### src/rtl/tmr_pkg.sv
`timescale 1ns/10ps
package tmr_pkg;
   // address layout: 32-byte slot per counter, word registers inside
   localparam int SLOT_LG = 5;
   localparam int WORD_LG = 2;
   localparam int REGI_W  = SLOT_LG - WORD_LG;
   typedef logic [REGI_W-1:0] regi_t;

   localparam regi_t REG_LOAD  = regi_t'(0);
   localparam regi_t REG_VALUE = regi_t'(1);
   localparam regi_t REG_CTRL  = regi_t'(2);
   localparam regi_t REG_CLEAR = regi_t'(3);
   localparam regi_t FREE_LO   = regi_t'(0);
   localparam regi_t FREE_HI   = regi_t'(1);

   // control bit positions
   localparam int CTRL_EN_BIT   = 7;
   localparam int CTRL_PER_BIT  = 6;
   localparam int CTRL_SLOW_BIT = 3;
   localparam int FREE_EN_BIT   = 8;

   typedef struct packed {
      logic en;
      logic per;
      logic slow;
   } tmr_ctrl_t;
endpackage

### src/rtl/tmr_bus_dec.sv
`timescale 1ns/10ps
module tmr_bus_dec
   import tmr_pkg::*;
#(
   parameter int AW      = 8,
   parameter int NUM_TMR = 3,
   localparam int SLOT_W = AW - SLOT_LG
) (
   input  logic               bus_sel,
   input  logic               bus_wr,
   input  logic [AW-1:0]      bus_addr,
   output logic [NUM_TMR-1:0] ld_wr,
   output logic [NUM_TMR-1:0] ctrl_wr,
   output logic [NUM_TMR-1:0] clr_wr,
   output logic               fhi_wr,
   output logic [SLOT_W-1:0]  slot,
   output regi_t              regi,
   output logic               aligned
);
   if (AW <= SLOT_LG) begin : g_bad_aw
      $error("tmr_bus_dec: address too narrow for one slot");
   end
   if (NUM_TMR + 1 > (1 << SLOT_W)) begin : g_bad_slots
      $error("tmr_bus_dec: not enough slots for all counters");
   end

   logic wr_en;

   assign slot    = bus_addr[AW-1:SLOT_LG];
   assign regi    = bus_addr[SLOT_LG-1:WORD_LG];
   assign aligned = (bus_addr[WORD_LG-1:0] == '0);
   assign wr_en   = bus_sel && bus_wr && aligned;

   for (genvar i = 0; i < NUM_TMR; i++) begin : g_slot
      logic here;
      assign here       = wr_en && (slot == SLOT_W'(i));
      assign ld_wr[i]   = here && (regi == REG_LOAD);
      assign ctrl_wr[i] = here && (regi == REG_CTRL);
      assign clr_wr[i]  = here && (regi == REG_CLEAR);
   end

   assign fhi_wr = wr_en && (slot == SLOT_W'(NUM_TMR)) && (regi == FREE_HI);
endmodule

### src/rtl/tmr_reload_ctr.sv
`timescale 1ns/10ps
module tmr_reload_ctr
   import tmr_pkg::*;
#(
   parameter int W  = 16,
   parameter int DW = 32
) (
   input  logic          clk,
   input  logic          rst_n,
   input  logic          tick_slow,
   input  logic          tick_fast,
   input  logic          ld_wr,
   input  logic          ctrl_wr,
   input  logic          clr_wr,
   input  logic [W-1:0]  ld_data,
   input  logic          ctl_en_d,
   input  logic          ctl_per_d,
   input  logic          ctl_slow_d,
   output logic [DW-1:0] load_rd,
   output logic [DW-1:0] val_rd,
   output logic [DW-1:0] ctrl_rd,
   output logic          irq_o,
   output logic          uf_o,
   output logic          en_o,
   output logic          per_o
);
   if (W < 2 || W > DW) begin : g_bad_w
      $error("tmr_reload_ctr: counter width out of range");
   end

   logic [W-1:0] load_q;
   logic [W-1:0] val_q;
   logic [W-1:0] val_nxt;
   tmr_ctrl_t    ctl_q;
   logic         irq_q;
   logic         step;
   logic         uf;

   assign step = ctl_q.en && (ctl_q.slow ? tick_slow : tick_fast);
   assign uf   = step && (val_q == '0);

   always_comb begin
      if (val_q == '0) val_nxt = ctl_q.per ? load_q : '1;
      else             val_nxt = val_q - 1'b1;
   end

   always_ff @(posedge clk or negedge rst_n) begin
      if (!rst_n) begin
         load_q <= '0;
         val_q  <= '0;
         ctl_q  <= '0;
         irq_q  <= 1'b0;
      end else begin
         if (ld_wr) load_q <= ld_data;
         if (ctrl_wr) begin
            ctl_q.en   <= ctl_en_d;
            ctl_q.per  <= ctl_per_d;
            ctl_q.slow <= ctl_slow_d;
         end
         if (ld_wr && !ctl_q.en) val_q <= ld_data;
         else if (step)          val_q <= val_nxt;
         if (uf)          irq_q <= 1'b1;
         else if (clr_wr) irq_q <= 1'b0;
      end
   end

   // readback width adaptation
   if (W < DW) begin : g_pad
      assign load_rd = {{(DW-W){1'b0}}, load_q};
      assign val_rd  = {{(DW-W){1'b0}}, val_q};
   end else begin : g_full
      assign load_rd = load_q;
      assign val_rd  = val_q;
   end

   always_comb begin
      ctrl_rd                = '0;
      ctrl_rd[CTRL_EN_BIT]   = ctl_q.en;
      ctrl_rd[CTRL_PER_BIT]  = ctl_q.per;
      ctrl_rd[CTRL_SLOW_BIT] = ctl_q.slow;
   end

   assign irq_o = irq_q;
   assign uf_o  = uf;
   assign en_o  = ctl_q.en;
   assign per_o = ctl_q.per;
endmodule

### src/rtl/tmr_free_ctr.sv
`timescale 1ns/10ps
module tmr_free_ctr
   import tmr_pkg::*;
#(
   parameter int CW = 40,
   parameter int DW = 32,
   localparam int HI_W = CW - DW
) (
   input  logic          clk,
   input  logic          rst_n,
   input  logic          tick,
   input  logic          hi_wr,
   input  logic          en_d,
   output logic [DW-1:0] lo_rd,
   output logic [DW-1:0] hi_rd,
   output logic          en_o,
   output logic [CW-1:0] cnt_o
);
   if (HI_W < 1 || HI_W > FREE_EN_BIT) begin : g_bad_cw
      $error("tmr_free_ctr: upper count bits must sit below the enable bit");
   end

   logic [CW-1:0] cnt_q;
   logic          en_q;

   always_ff @(posedge clk or negedge rst_n) begin
      if (!rst_n) begin
         cnt_q <= '0;
         en_q  <= 1'b0;
      end else if (hi_wr && !en_d) begin
         cnt_q <= '0;
         en_q  <= 1'b0;
      end else begin
         if (en_q && tick) cnt_q <= cnt_q + 1'b1;
         if (hi_wr)        en_q  <= 1'b1;
      end
   end

   assign lo_rd = cnt_q[DW-1:0];

   always_comb begin
      hi_rd              = '0;
      hi_rd[HI_W-1:0]    = cnt_q[CW-1:DW];
      hi_rd[FREE_EN_BIT] = en_q;
   end

   assign en_o  = en_q;
   assign cnt_o = cnt_q;
endmodule

### src/rtl/tmr_unit.sv
`timescale 1ns/10ps
module tmr_unit
   import tmr_pkg::*;
#(
   parameter int SHORT_W   = 16,
   parameter int LONG_W    = 32,
   parameter int NUM_SHORT = 2,
   parameter int NUM_LONG  = 1,
   parameter int FREE_W    = 40,
   parameter int AW        = 8,
   parameter int DW        = 32,
   localparam int NUM_TMR  = NUM_SHORT + NUM_LONG,
   localparam int SLOT_W   = AW - SLOT_LG
) (
   input  logic               clk,
   input  logic               rst_n,
   input  logic               tick_slow,
   input  logic               tick_fast,
   input  logic               bus_sel,
   input  logic               bus_wr,
   input  logic [AW-1:0]      bus_addr,
   input  logic [DW-1:0]      bus_wdata,
   output logic [DW-1:0]      bus_rdata,
   output logic [NUM_TMR-1:0] irq_o
);
   if (LONG_W > DW || SHORT_W > LONG_W) begin : g_bad_widths
      $error("tmr_unit: counter widths must satisfy SHORT_W <= LONG_W <= DW");
   end
   if (DW <= FREE_EN_BIT) begin : g_bad_dw
      $error("tmr_unit: data bus too narrow for control fields");
   end

   logic [NUM_TMR-1:0]          ld_wr, ctrl_wr, clr_wr;
   logic [NUM_TMR-1:0]          uf, en, per;
   logic                        fhi_wr;
   logic [SLOT_W-1:0]           slot;
   regi_t                       regi;
   logic                        aligned;
   logic [NUM_TMR-1:0][DW-1:0]  load_rd, val_rd, ctrl_rd;
   logic [DW-1:0]               free_lo, free_hi;
   logic                        free_en;
   logic [FREE_W-1:0]           free_cnt;

   tmr_bus_dec #(.AW(AW), .NUM_TMR(NUM_TMR)) u_dec (
      .bus_sel (bus_sel),
      .bus_wr  (bus_wr),
      .bus_addr(bus_addr),
      .ld_wr   (ld_wr),
      .ctrl_wr (ctrl_wr),
      .clr_wr  (clr_wr),
      .fhi_wr  (fhi_wr),
      .slot    (slot),
      .regi    (regi),
      .aligned (aligned)
   );

   for (genvar i = 0; i < NUM_TMR; i++) begin : g_tmr
      localparam int TW = (i < NUM_SHORT) ? SHORT_W : LONG_W;
      tmr_reload_ctr #(.W(TW), .DW(DW)) u_ctr (
         .clk       (clk),
         .rst_n     (rst_n),
         .tick_slow (tick_slow),
         .tick_fast (tick_fast),
         .ld_wr     (ld_wr[i]),
         .ctrl_wr   (ctrl_wr[i]),
         .clr_wr    (clr_wr[i]),
         .ld_data   (bus_wdata[TW-1:0]),
         .ctl_en_d  (bus_wdata[CTRL_EN_BIT]),
         .ctl_per_d (bus_wdata[CTRL_PER_BIT]),
         .ctl_slow_d(bus_wdata[CTRL_SLOW_BIT]),
         .load_rd   (load_rd[i]),
         .val_rd    (val_rd[i]),
         .ctrl_rd   (ctrl_rd[i]),
         .irq_o     (irq_o[i]),
         .uf_o      (uf[i]),
         .en_o      (en[i]),
         .per_o     (per[i])
      );
   end

   tmr_free_ctr #(.CW(FREE_W), .DW(DW)) u_free (
      .clk  (clk),
      .rst_n(rst_n),
      .tick (tick_fast),
      .hi_wr(fhi_wr),
      .en_d (bus_wdata[FREE_EN_BIT]),
      .lo_rd(free_lo),
      .hi_rd(free_hi),
      .en_o (free_en),
      .cnt_o(free_cnt)
   );

   always_comb begin
      bus_rdata = '0;
      if (aligned) begin
         for (int i = 0; i < NUM_TMR; i++) begin
            if (slot == SLOT_W'(i)) begin
               case (regi)
                  REG_LOAD:  bus_rdata = load_rd[i];
                  REG_VALUE: bus_rdata = val_rd[i];
                  REG_CTRL:  bus_rdata = ctrl_rd[i];
                  default:   bus_rdata = '0;
               endcase
            end
         end
         if (slot == SLOT_W'(NUM_TMR)) begin
            if (regi == FREE_LO)      bus_rdata = free_lo;
            else if (regi == FREE_HI) bus_rdata = free_hi;
         end
      end
   end
endmodule

### config.mk
export PLATFORM = sky130hd
export DESIGN_NAME = tmr_unit
export DESIGN_NICKNAME = d
export VERILOG_FILES = /design/src/rtl/tmr_pkg.sv /design/src/rtl/tmr_bus_dec.sv /design/src/rtl/tmr_reload_ctr.sv /design/src/rtl/tmr_free_ctr.sv /design/src/rtl/tmr_unit.sv
export SDC_FILE = /design/constraint.sdc
export NUM_CORES = 1
export LEC_CHECK = 0
export BUFFER_PORTS_ARGS = -buffer_cell sky130_fd_sc_hd__buf_2
export CORE_MARGIN = 2
export CORE_UTILIZATION = 45
export CTS_BUF_LIST = sky130_fd_sc_hd__clkbuf_4
export DETAILED_ROUTE_END_ITERATION = 7
export PLACE_DENSITY = 0.73
export SLEW_MARGIN = 20
export SYNTH_ARGS = -nofsm -noshare
export SYNTH_HDL_FRONTEND = slang
export SYNTH_SLANG_ARGS = --single-unit
export TNS_END_PERCENT = 30
### constraint.sdc
create_clock -name clk -period 4 [get_ports clk]
set_clock_uncertainty 0.1 [all_clocks]
set_input_delay 0.4 -clock clk [delete_from_list [all_inputs] [get_ports clk]]
set_output_delay 0.4 -clock clk [all_outputs]
set_load 0.01 [all_outputs]
==> results of run 1 <==
==> where the power goes <==
group	leakage, uW	switching [uW]	internal (uW)
combinational	0.00280	1710	1150
sequential	0.00247	508	2090
clock	0.000132	707	271
==> what timing repair did <==
| item | CTS | global route |
|---|---|---|
| endpoints found under the hold margin | 82 | 0 |
| hold buffers | 17 | 0 |
| resized for setup | 0 | 0 |
==> synth_stat cells (all sizes together), types with 9 or more instances <==
| cell type | number |
|---|---|
| a221oi | 14 |
| xnor2 | 27 |
| nand3b | 24 |
| a21oi | 44 |
| xor2 | 43 |
| and3 | 13 |
| nand3 | 35 |
| nor4 | 26 |
| clkbuf | 84 |
| a221o | 22 |
| buf | 18 |
| o21ai | 73 |
| mux2 | 77 |
| o31ai | 9 |
| a311oi | 19 |
| nand2 | 65 |
| a211oi | 15 |
| inv | 36 |
| nand4 | 21 |
| dfrtp | 181 |
| a22oi | 59 |
| nor2 | 137 |
| or3 | 10 |
| a22o | 26 |
| o22ai | 11 |
| nor3 | 32 |
| or4 | 9 |
==> layout make-up <==
cell class / instances / area, um2 / area share [%]
multi-input combinational: 917 / 6240 / 50.3
sequential: 181 / 4530 / 36.5
timing repair buffer: 130 / 840 / 6.76
tap: 330 / 413 / 3.33
clock buffer: 18 / 135 / 1.09
inverter: 36 / 135 / 1.09
clock inverter: 14 / 118 / 0.947
antenna: 1 / 2.50 / 0.0202
==> per-stage QoR <==
step           setup WS (ns)  utilization (%)  std cells
5_1_grt                0.729             49.9       1627
4_1_cts                0.944             49.9       1626
2_1_floorplan           1.23                -       1236
3_5_place_dp           0.966             48.2       1577
3_3_place_gp            1.01             48.2       1577
6_report               0.862             49.9       1627
==> worst max-delay path, stage by stage <==
cell and delay [ns]:
buf_2 0.20, nor2_1 0.21, and2_2 0.58, buf_4 0.44, a22oi_1 0.16, nor2b_1 0.18, o21bai_1 0.12, a21oi_1 0.17
buf_2 0.16
==> sequential cells by signal (all words and copies together) (netlist names) <==
register             count
g_tmr.u_ctr.ctrl_rd      3
g_tmr.u_ctr.en_o         3
g_tmr.u_ctr.irq_o        3
g_tmr.u_ctr.load_q      32
g_tmr.u_ctr.load_rd     32
g_tmr.u_ctr.per_o        3
g_tmr.u_ctr.val_q       32
g_tmr.u_ctr.val_rd      32
u_free.cnt_o            40
u_free.en_o              1
==> final timing paths <==
| kind | endpoint | slack [ns] | cells past startpoint |
|---|---|---|---|
| worst max-delay path | bus_rdata[4] | 0.86 | 9 |
| worst min-delay path | g_tmr[1].u_ctr.load_q[5]$_DFFE_PN0P_ | 0.05 | 2 |
| worst max register to register | g_tmr[0].u_ctr.val_q[14]$_DFFE_PN0P_ | 0.92 | 7 |
| worst min register to register | g_tmr[0].u_ctr.load_q[2]$_DFFE_PN0P_ | 0.45 | 1 |
| max in group asynchronous | g_tmr[2].u_ctr.val_rd[31]$_DFFE_PN0P_ | 2.49 | 3 |
| min in group asynchronous | g_tmr[1].u_ctr.val_q[12]$_DFFE_PN0P_ | 0.21 | 2 |
==> metal layers <==
layer	vias up	wire length [um]	GRT usage (%)
li1	4734	-	-
met1	5229	15400	40.9
met2	592	16000	41.3
met3	84	3440	4.66
met4	2	884	8.29
met5	-	16	0
==> placed cells by master, fill, tap and decap left out, types with 5 or more instances in the layout <==
master,n
a211oi_1,14
a21oi_1,44
a221o_1,22
a221oi_1,14
a222oi_1,7
a22o_1,26
a22oi_1,59
a311oi_1,19
a31oi_1,8
and2_1,6
and3_1,13
and3b_1,5
and4_1,6
buf_2,79
buf_4,32
clkbuf_4,18
dfrtp_1,181
dlygate4sd3_1,17
ha_1,7
inv_1,36
mux2_2,77
mux2i_1,6
nand2_1,65
nand2b_1,5
nand3_1,34
nand3b_1,24
nand4_1,21
nor2_1,135
nor2b_1,6
nor3_1,31
nor3b_1,6
nor4_1,22
o21ai_0,72
o22ai_1,11
o31ai_1,9
o41ai_1,6
or3_1,10
or4_1,8
xnor2_1,27
xor2_1,43
==> logic make-up after synthesis <==
| logic type | share of synthesized area, % |
|---|---|
| simple gates | 19.4 |
| compound gates | 21.2 |
| flops | 40.1 |
| buf+inv | 4.90 |
| mux | 8.20 |
| xor+xnor | 5.42 |
| fa+ha+maj | 0.775 |
==> impl_metrics.ini, run 1 <==
[finish]
n_fill_cell = 2300
design_area_um2 = 12400
final_layout_size_suffix_gt1_share_pct = 18.3
nNetsFinal = 1336
syn2layout_area_growth_pct = 9.83

[sta]
rsz0062_at_grt = no
setup_violations = 0
clock.fmax_mhz = 319
slew_viol_final = 0
hold_viol_final = 0
relSlewSlack_pct = 26.8
setup_tns_ns = 0
fin_crit_sh_pct = 78.5
worst_pin_slew_ns = 1.09
fin_crit_ns = 3.14
whs_ns = 0.0524

[synthesis]
ys_ff_latch = 181
yosys_warnings = 0
syn_inst = 1236
syn_area_per_cell_um2 = 9.15
yosys-top-cells-area = dfrtp_1 (40%), mux2_2 (7.7%), nor2_1 (4.5%)
synth_top_area_cell = dfrtp_1
synth_area_um2 = 11300
synth_top_area_share_pct = 40.1
async_flop_share_pct = 100
synth-seq-area-share_pct = 40.1
synth_flop_cell = dfrtp_1
synth_edf_count = 0
synthDistinctLibCells = 68
syn_nets = 1289

[setup_path]
startpoint = bus_addr[4]
path_max_fanout = 28
worstSetupStartpointType = primary input
reg2reg_from = g_tmr[0].u_ctr.val_q[10]$_DFFE_PN0P_
worstPathArrival_ns = 2.64
cp-end-kind = output port
crit_required_ns = 3.50
critPathKind = in -> out

[die]
core-area_um2 = 24900
ios = 81
dieWidth_um = 162
die_h_um = 162
rows = 58
start_util_pct = 45.4
fp.dieArea_um2 = 26400

[clocking]
cts_root_buffer = clkbuf_4
cts_sinks = 181
cts.path.max_buffers = 2
cts_tree = done
numCtsBuffers = 17
post-cts-setup-buffers = 0
htreeDepth = 4
clk_pin_slew_ns = 0.15
clk-insertion-delay-late_ns = 0.60

[global_routing]
grt_pass1_vias = 9895
track_usage_pct = 27.6
antenna_found_initial = 2
grt_pass1_wl_mm = 57.4
grt_overflow = 0
grt_max_degree = 129

[detailed_routing]
vias = 10600
wl_per_cell_um = 22.0
drt-total-wl_mm = 35.8
ant_nets = 0
remaining_drc_errors = 9
drt_iter0_drc = 1406
drt-vias-per-instance = 6.54
first_pass_iters = 8

[placement]
numPortBuffers = 80
dp_hpwl_mm = 25.3
place.gp.congestion = 0.960
placed_area_um2 = 12000

[outcome]
status = finished, violations left
violations = design-rule violations

[hold_path]
worstHoldStart = bus_wdata[5]
worstHoldPathType = in -> reg

[run]
maxCapViolations = 0

[power]
leakage_uw = 0.00540
power_density_nw_per_um2 = 518
ir_worst_vdd_mv = 0.326
p_total_uw = 6430
(Power assumes the default switching activity.)
==> run 2: changes to the inputs <==
- PLACE_DENSITY: 0.73 -> 0.76
- clock period: 4 -> 2.55 ns (I/O delays scaled with it)
==> run 2 against run 1 <==
Against the previous run:
- the flow finishes with violations (negative setup slack)
- sequential cell count unchanged
- register-to-register slack worse by 0.93 ns
- global-route usage up 0.45 points
- clock power up 65%
- highest routed layer is now met4
- utilization up 4.2 points
- final area up 8.5%
- critical path type is now reg -> reg
- worst hold slack better by 0.027 ns
==> impl_metrics.ini, run 2 (same netlist as run 1, synthesis figures left out) <==
[outcome]
status = finished, violations left
violations = negative setup slack

[sta]
setup_violations = 1
relSlewSlack_pct = 34.4
clock.fmax_mhz = 391
fin_crit_ns = 2.56
fin_crit_sh_pct = 100
finalWorstSetupSlack_ns = -0.00520
rsz0062_at_grt = yes
slew_viol_final = 0
hold_viol_final = 0
worst_pin_slew_ns = 0.980

[die]
core-area_um2 = 24900
ios = 81
fp.dieArea_um2 = 26400
die_h_um = 162
dieWidth_um = 162
rows = 58
start_util_pct = 45.4

[power]
switching_share_pct = 43.7
leakage_uw = 0.00592
power_density_nw_per_um2 = 830
ir_worst_vdd_mv = 0.498
netSwitchingPower_uw = 4880
seqPwrFrac_pct = 34.8
p_total_uw = 11200
clkPwrFrac_pct = 14.4
combPwrFrac_pct = 50.9
p_int_uw = 6290

[setup_path]
startpoint = g_tmr[2].u_ctr.val_rd[25]$_DFFE_PN0P_
worst-r2r-cell-count = 8
reg2reg_from = g_tmr[2].u_ctr.val_rd[25]$_DFFE_PN0P_
worstPathArrival_ns = 2.96
cp-end-kind = flip-flop
crit_required_ns = 2.96
r2r_slack_ns = -0.005
worstSetupStartpointType = flip-flop
path_max_fanout = 5
r2r_end = g_tmr[2].u_ctr.val_rd[1]$_DFFE_PN0P_
critPathKind = reg -> reg

[global_routing]
grt_pass1_wl_mm = 58.3
grt_pass1_vias = 10400
track_usage_pct = 28.0
grt_max_degree = 66
antenna_found_initial = 2
grt_overflow = 0

[clocking]
cts_tree = done
cts.path.max_buffers = 2
clk_pin_slew_ns = 0.16
cts_sinks = 181
htreeDepth = 4
clk-insertion-delay-late_ns = 0.61
cts_root_buffer = clkbuf_4
numCtsBuffers = 17

[detailed_routing]
drt-total-wl_mm = 36.9
remaining_drc_errors = 0
drt-vias-per-instance = 6.36
wl_per_cell_um = 21.4
drt_iter0_drc = 1268
ant_nets = 0
vias = 11000
first_pass_iters = 6

[finish]
regArea_um2 = 4550
final_layout_size_suffix_gt1_share_pct = 25.7
syn2layout_area_growth_pct = 19.2
layout.cells.most_common = dfrtp_1
nNetsFinal = 1431
largest_reg_flops = 40
multi_input_area_um2 = 6430
n_fill_cell = 2198
mostFrequentLayoutCells = dfrtp_1 (166), nor2_1 (135), buf_4 (102)

[placement]
numPortBuffers = 80
place.gp.congestion = 0.983
dp_slack_ns = -0.0773
dp_hpwl_mm = 26.3

[hold_path]
worstHoldPathType = in -> async

[run]
maxCapViolations = 0
## run 2: changes by cell type in the layout (fill, tap and decap cells not counted), moves of 5 or more
cell	previous run	this run
buf_4	32	102
dlygate4sd3_1	17	33
dfrtp_1	181	166
dfrtp_2	0	15
a221oi_1	14	5
a221oi_2	0	7
buf_12	1	7
a21oi_1	44	39
a21oi_2	0	5
## run 2: area by class of cell
cell class / count / area share (%)
Sequential cell: 181 / 33.8
Clock inverter: 14 / 0.938
Timing Repair Buffer: 225 / 12.5
Multi-Input combinational cell: 917 / 47.7
Tap cell: 330 / 3.07
Clock buffer: 18 / 1.00
Antenna cell: 2 / 0.0372
Inverter: 36 / 1.00
## run 2: worst max-delay path by stage
| stage | cells past startpoint | endpoint | slack [ns] |
|---|---|---|---|
| 2_1_floorplan | 9 | g_tmr[2].u_ctr.val_rd[26]$_DFFE_PN0P_ | -0.12 |
| 3_3_place_gp | 8 | g_tmr[2].u_ctr.val_rd[18]$_DFFE_PN0P_ | 0.03 |
| 3_5_place_dp | 7 | g_tmr[0].u_ctr.val_q[1]$_DFFE_PN0P_ | -0.08 |
| 4_1_cts | 6 | bus_rdata[9] | 0.002 |
| 5_1_grt | 10 | g_tmr[2].u_ctr.val_rd[30]$_DFFE_PN0P_ | -0.10 |
| 6_report | 8 | g_tmr[2].u_ctr.val_rd[1]$_DFFE_PN0P_ | -0.005 |
## run 2: routing by layer
| metal | vias to the layer above | global-route usage, % | routed length, um |
|---|---|---|---|
| li1 | 4917 | - | - |
| met1 | 5396 | 39.2 | 15500 |
| met2 | 566 | 44.2 | 17100 |
| met3 | 73 | 5.35 | 3270 |
| met4 | 0 | 8.69 | 1090 |
| met5 | - | 0 | 0 |
## run 2: power groups by stage
stage          clock network, uW  registers, uW  logic [uW]
3_5_place_dp                   0           3870        5240
4_1_cts                     1610           3830        5390
6_report                    1610           3880        5680
3_3_place_gp                   0           3850        5120
2_1_floorplan                  0           3710        3530
5_1_grt                     1740           3960        6170
## run 2: stage by stage
stage / hold slack, ns / TNS (ns) / std cells / area, um2 / utilization, %
floorplan: -0.141 / -0.381 / 1236 / 11300 / -
global placement: 0.157 / 0 / 1652 / 12600 / 50.7
detailed placement: 0.170 / -0.179 / 1652 / 12600 / 50.7
CTS: 0.0609 / 0 / 1717 / 13300 / 53.4
global route: 0.0662 / -1.02 / 1722 / 13500 / 54.1
finish: 0.0797 / -0.00520 / 1723 / 13500 / 54.1
## run 2: timing repair
action / CTS / global route
setup buffers: 0 / 4
gates resized for setup: 17 / 36
hold buffers: 33 / 0
setup endpoints to repair: 20 / 53
endpoints found under the hold margin: 236 / 0
cloned: 1 / 0
pin swaps: 5 / 16
## run 2: worst max-delay path, stage by stage, from the launching register on
cell and delay [ns]:
dfrtp_1 0.41, or4_4 0.55, or3_4 0.36, buf_6 0.15
nor4_4 0.25, buf_4 0.18, and3b_1 0.16, a211oi_1 0.04
a221o_1 0.26
